<file path="src/rtl/mbc_pkg.sv">
package mbc_pkg;
  typedef enum logic [1:0] {
    ST_IDLE = 2'd0,
    ST_ADDR = 2'd1,
    ST_DATA = 2'd2
  } bus_state_e;
endpackage

</file>
<file path="src/rtl/mbc_region_dec.sv">
module mbc_region_dec #(
  parameter int AW     = 24,
  parameter int NUM_CS = 3,
  parameter int WW     = 2
) (
  input  logic [AW-1:0]            addr_i,
  input  logic [(NUM_CS+1)*WW-1:0] wait_cfg_i,
  input  logic                     active_i,
  output logic [WW-1:0]            waits_o,
  output logic                     ext_o,
  output logic [NUM_CS-1:0]        cs_no
);
  localparam int RW = $clog2(NUM_CS + 1);

  logic [RW-1:0] region;
  assign region  = addr_i[AW-1 -: RW];
  assign waits_o = wait_cfg_i[int'(region)*WW +: WW];
  assign ext_o   = region != '0;

  for (genvar g = 0; g < NUM_CS; g++) begin : g_cs
    assign cs_no[g] = !(active_i && (region == RW'(g + 1)));
  end
endmodule

</file>
<file path="src/rtl/mbc_rdy_sample.sv">
module mbc_rdy_sample (
  input  logic clk_i,
  input  logic rst_ni,
  input  logic rdy_ni,
  output logic stretch_o
);
  logic smp_q;

  // ready is observed on the falling edge of the bus clock
  always_ff @(negedge clk_i or negedge rst_ni) begin
    if (!rst_ni) smp_q <= 1'b1;
    else         smp_q <= rdy_ni;
  end

  assign stretch_o = ~smp_q;
endmodule

</file>
<file path="src/rtl/mbc_ad_path.sv">
module mbc_ad_path import mbc_pkg::*; #(
  parameter int DW = 16
) (
  input  bus_state_e    state_i,
  input  logic [DW-1:0] addr_lo_i,
  input  logic [DW-1:0] wdata_i,
  input  logic          we_i,
  input  logic          word_i,
  input  logic          byte_mode_i,
  output logic [DW-1:0] ad_o,
  output logic [1:0]    oe_o
);
  localparam int HW = DW / 2;

  always_comb begin
    ad_o = addr_lo_i;
    oe_o = 2'b00;
    unique case (state_i)
      ST_ADDR: oe_o = 2'b11;
      ST_DATA: begin
        if (byte_mode_i) begin
          // upper lane keeps non-multiplexed address bits
          ad_o = {addr_lo_i[DW-1:HW], wdata_i[HW-1:0]};
          oe_o = we_i ? 2'b11 : 2'b10;
        end else begin
          ad_o = word_i ? wdata_i : {wdata_i[HW-1:0], wdata_i[HW-1:0]};
          oe_o = we_i ? 2'b11 : 2'b00;
        end
      end
      default: ;
    endcase
  end
endmodule

</file>
<file path="src/rtl/mux_bus_ctrl.sv">
module mux_bus_ctrl import mbc_pkg::*; #(
  parameter int AW     = 24,
  parameter int DW     = 16,
  parameter int NUM_CS = 3,
  parameter int WW     = 2
) (
  input  logic                     clk_i,
  input  logic                     rst_ni,
  input  logic                     req_i,
  input  logic [AW-1:0]            req_addr_i,
  input  logic [DW-1:0]            req_wdata_i,
  input  logic                     req_we_i,
  input  logic                     req_word_i,
  output logic                     done_o,
  output logic [DW-1:0]            rdata_o,
  input  logic                     byte_mode_i,
  input  logic                     cs_sel_i,
  input  logic [(NUM_CS+1)*WW-1:0] wait_cfg_i,
  input  logic                     rdy_ni,
  output logic                     ale_o,
  output logic                     rd_no,
  output logic                     wr_no,
  output logic [DW-1:0]            ad_o,
  output logic [1:0]               ad_oe_o,
  input  logic [DW-1:0]            ad_i,
  output logic [AW-DW-1:0]         addr_hi_o
);
  localparam int HI_W = AW - DW;
  localparam int HW   = DW / 2;

  bus_state_e     st_q;
  logic [AW-1:0]  addr_q;
  logic [DW-1:0]  wdata_q, rdata_q;
  logic           we_q, word_q, byte_q, cssel_q, done_q, has_wait_q;
  logic [WW-1:0]  wcnt_q;
  logic [WW-1:0]  waits;
  logic           ext;
  logic [NUM_CS-1:0] cs_n;
  logic           stretch_req;
  logic           active;

  assign active = st_q != ST_IDLE;

  mbc_region_dec #(.AW(AW), .NUM_CS(NUM_CS), .WW(WW)) i_dec (
    .addr_i     (addr_q),
    .wait_cfg_i (wait_cfg_i),
    .active_i   (active),
    .waits_o    (waits),
    .ext_o      (ext),
    .cs_no      (cs_n)
  );

  mbc_rdy_sample i_rdy (
    .clk_i     (clk_i),
    .rst_ni    (rst_ni),
    .rdy_ni    (rdy_ni),
    .stretch_o (stretch_req)
  );

  mbc_ad_path #(.DW(DW)) i_ad (
    .state_i     (st_q),
    .addr_lo_i   (addr_q[DW-1:0]),
    .wdata_i     (wdata_q),
    .we_i        (we_q),
    .word_i      (word_q),
    .byte_mode_i (byte_q),
    .ad_o        (ad_o),
    .oe_o        (ad_oe_o)
  );

  always_ff @(posedge clk_i or negedge rst_ni) begin
    if (!rst_ni) begin
      st_q       <= ST_IDLE;
      addr_q     <= '0;
      wdata_q    <= '0;
      rdata_q    <= '0;
      we_q       <= 1'b0;
      word_q     <= 1'b0;
      byte_q     <= 1'b0;
      cssel_q    <= 1'b0;
      done_q     <= 1'b0;
      has_wait_q <= 1'b0;
      wcnt_q     <= '0;
    end else begin
      done_q <= 1'b0;
      unique case (st_q)
        ST_IDLE: if (req_i) begin
          addr_q  <= req_addr_i;
          wdata_q <= req_wdata_i;
          we_q    <= req_we_i;
          word_q  <= req_word_i;
          byte_q  <= byte_mode_i;
          cssel_q <= cs_sel_i;
          st_q    <= ST_ADDR;
        end
        ST_ADDR: begin
          wcnt_q     <= waits;
          has_wait_q <= waits != '0;
          st_q       <= ST_DATA;
        end
        ST_DATA: begin
          if (wcnt_q != '0) begin
            wcnt_q <= wcnt_q - WW'(1);
          end else if (!(has_wait_q && ext && stretch_req)) begin
            st_q   <= ST_IDLE;
            done_q <= 1'b1;
            if (!we_q)
              rdata_q <= (byte_q || !word_q) ? {{HW{1'b0}}, ad_i[HW-1:0]} : ad_i;
          end
        end
        default: st_q <= ST_IDLE;
      endcase
    end
  end

  assign ale_o     = st_q == ST_ADDR;
  assign rd_no     = !(st_q == ST_DATA && !we_q);
  assign wr_no     = !(st_q == ST_DATA && we_q);
  assign done_o    = done_q;
  assign rdata_o   = rdata_q;
  assign addr_hi_o = cssel_q ? {cs_n, addr_q[AW-NUM_CS-1:DW]} : addr_q[AW-1:DW];

  logic unused_hi;
  assign unused_hi = ^HI_W;
endmodule

</file>
<file path="config.mk">
export PLATFORM = sky130hd
export DESIGN_NAME = mux_bus_ctrl
export DESIGN_NICKNAME = d
export VERILOG_FILES = /design/src/rtl/mbc_pkg.sv /design/src/rtl/mbc_region_dec.sv /design/src/rtl/mbc_rdy_sample.sv /design/src/rtl/mbc_ad_path.sv /design/src/rtl/mux_bus_ctrl.sv
export SDC_FILE = /design/constraint.sdc
export NUM_CORES = 1
export LEC_CHECK = 0
export CAP_MARGIN = 20
export CORE_MARGIN = 4
export CORE_UTILIZATION = 44
export CTS_CLUSTER_DIAMETER = 100
export DETAILED_ROUTE_END_ITERATION = 16
export GPL_TIMING_DRIVEN = 0
export PLACE_DENSITY = 0.86
export SETUP_SLACK_MARGIN = 0.15
export SYNTH_ARGS = -nofsm -noshare
export SYNTH_HDL_FRONTEND = slang
export SYNTH_SLANG_ARGS = --single-unit
</file>
<file path="constraint.sdc">
create_clock -name clk_i -period 2.6 [get_ports clk_i]
set_input_delay 0.78 -clock clk_i [delete_from_list [all_inputs] [get_ports clk_i]]
set_output_delay 0.78 -clock clk_i [all_outputs]
set_load 0.01 [all_outputs]
</file>
==> run summary <==
Yosys warnings - 0
Pint - 3.970 mW
Seq pwr share - 31.4%
HP Class - reg2reg
Hold Path Stages - 2
Seq. cell area - 0.001678 mm2
Routed Antenna Nets - 0
Multi-input gate area - 0.001478 mm2
final hold viol count - 0
Post-Synthesis Cells - 256
CP Buf/Inv Count - 1
Post-synth EDFFs - 0
post-place setup slack - -416.9 ps
Post-synth ARST share - 100.0%
die area - 0.008559 mm2
Synth top area share - 52.55%
largest area contributor in the netlist - dfrtp_1
Worst Path Max Fanout - 5
NetSw - 2.100 mW
Net Count, Synth - 332
data required time at the worst endpoint - 2820 ps
# IOs - 118
Synth area leaders - dfrtp_1 (53%), mux2_2 (20%), nand2_1 (3.6%), mux2i_1 (3.5%), o21ai_0 (2.7%)
Area Overhead vs Synth - 60.43%
Crit path depth - 4
worst vdd ir - 0.7022 mV
Util after Layout - 73.41%
GRT Residual Overflow - 0
Synth Area per Inst - 12.28 um2
Clk pin slew, worst setup/hold paths - 70 ps
Post-Syn Area - 0.003143 mm2
Pre-antenna DRT Iters - 4
Final Worst Setup Slack - -131.8 ps
fillers - 474
CTS Hold Buffers Added - 0
CP startpoint kind - flop
DIE HEIGHT - 92.52 um
core area - 0.006869 mm2
antenna violations before repair - 0
CP Class - reg2reg
combinational share of power - 54.9%
top_reg_cell synth - dfrtp_1
Worst path max stage delay - 510 ps
R2R depth - 4
Total Wirelength - 8422 um
FP Rows - 30
DRT iter0 DRCs - 87
CTS Root Cell - clkbuf_8
largest net degree at the start of global routing - 68
CP Capture Type - flop
# H-tree levels - 3
DRC viols - 0
Critical Path, Cell by Cell - nand2b_4, o2111ai_4, buf_6, mux2_4
DP HPWL - 5539 um
initial core utilization - 45.76%
clock tree from TritonCTS - built
Reg2Reg Setup Slack - -130 ps
register area share after synthesis - 53.38%
CTS Buffer Depth - 2
vias per cell - 4.923
layout cell share with drive strength beyond 1 - 40.44%
first-pass GRT wire length - 13140 um
number of max-cap violations - 0
TritonCTS buffer count - 9
Layout Nets - 484
GRT Overall Usage - 19.74%
GPL Wtd Cong - 0.7374
unrepaired setup endpoints after global routing - yes
WL/cell - 16.55 um
failing checks - negative setup slack
Num Clock Sinks - 67
most frequent cells in the layout - clkdlybuf4s50_1 (93), dfrtp_1 (66), mux2_2 (49), nand2_1 (22), buf_4 (22)
status - finished with violations
Slew Limit Headroom - 43.62%
commonest non-fill, non-tap cell in the layout - clkdlybuf4s50_1
Ant. Diodes - 0
Synth Register Bits - 67
setup violators final - 17
Sw Share - 34.60%
slowest CP cell - dfstp_2
CP top delay family - flip-flops
vias in the first global route - 2637
PortBufs - 117
Vias - 2506
synth unique cells - 32
Clk Latency, worst-skew pair - 370 ps
Least-Margin Pin Slew - 845.7 ps
Fin Clk Skew - 49.99 ps
critical path arrival - 2950 ps
PwrDens - 1204 mW/mm2
die width - 92.52 um
Power, Total - 6.070 mW
Static Leak - 2.234 nW
clock network power share - 13.7%
pins over their slew limit - 0
Setup Total Neg Slack - -1725 ps
## state kept, by name, summed over array words and instances (netlist names)
| name | flops |
|---|---|
| wcnt_q | 2 |
| addr_q | 24 |
| word_q | 1 |
| i_rdy.smp_q | 1 |
| has_wait_q | 1 |
| rdata_o | 16 |
| done_o | 1 |
| st_q | 2 |
| wdata_q | 16 |
| we_q | 1 |
| byte_q | 1 |
| cssel_q | 1 |
## metrics by stage
step                      instance area, um2  hold WS (ps)  std cells
after global placement                  4442         461.5        469
after CTS                               4862         484.2        500
after floorplan                         3151         475.4        256
after global routing                    5042         508.4        509
after detailed placement                4439         469.0        469
final                                   5042         478.1        509
## power by group through the flow
stage	Sequential, mW	Clock (mW)	Combinational [mW]
final	1.90	0.834	3.33
after global routing	1.97	0.904	3.59
after CTS	1.87	0.851	3.09
after detailed placement	1.87	0.00481	2.86
after global placement	1.84	0.00481	2.78
after floorplan	1.87	0.00481	1.57
## kinds of logic after synthesis
| kind of cell | after synthesis | share of synthesized area, % |
|---|---|---|
| mux | 72 | 25.84 |
| flops | 67 | 53.38 |
| simple gates | 52 | 7.245 |
| compound gates | 34 | 7.166 |
| buf+inv | 26 | 4.499 |
| fa+ha+maj | 4 | 1.592 |
| xor+xnor | 1 | 0.2787 |
## per-layer routing
layer	share of wire (%)	global-route usage [%]	vias to the layer above	routed length [um]
met4	2.1	7.550	0	174
li1	-	-	1178	-
met3	6.6	6.174	19	553
met1	41	24.20	1221	3487
met5	0	0	-	0
met2	50	32.51	88	4206
## synth_stat cells, drive strengths merged, types with 2 or more instances
cell / n
nand2b: 3
buf: 16
dfrtp: 66
o21ai: 18
nor2: 12
nor2b: 4
mux2i: 11
inv: 7
clkbuf: 3
a311oi: 2
ha: 4
mux2: 61
a21oi: 6
nand2: 30
## worst register-to-register path, stage by stage (launching register included)
cell and delay (ps):
dfstp_2 510, nand2b_4 130, o2111ai_4 150, buf_6 190, mux2_4 290
## what timing repair did
action | CTS | global route
endpoints found under the setup margin | 41 | 39
pin swaps | 7 | 10
gates cloned | 2 | 1
setup buffers | 13 | 8
gates resized for setup | 123 | 49
## path summary, 6_finish.rpt
path,endpoint,from
setup / recovery,rdata_o[4],i_rdy.smp_q
hold / removal,rdata_o[9],rdata_o[9]
setup reg to reg,rdata_o[4],i_rdy.smp_q
hold reg to reg,rdata_o[9],rdata_o[9]
max in group asynchronous,i_rdy.smp_q,rst_ni
min in group asynchronous,addr_q[10],rst_ni
## final cells by class
type | count | share of cell area, %
well taps | 96 | 2.382
multi-input cells | 163 | 29.31
repair buffers | 141 | 27.15
plain buffers | 19 | 3.524
clock buffers | 15 | 3.697
flip-flops and latches | 67 | 33.28
clock inverters | 2 | 0.1737
inverters | 6 | 0.4963
Note: power is estimated with default switching activity, not from simulation.
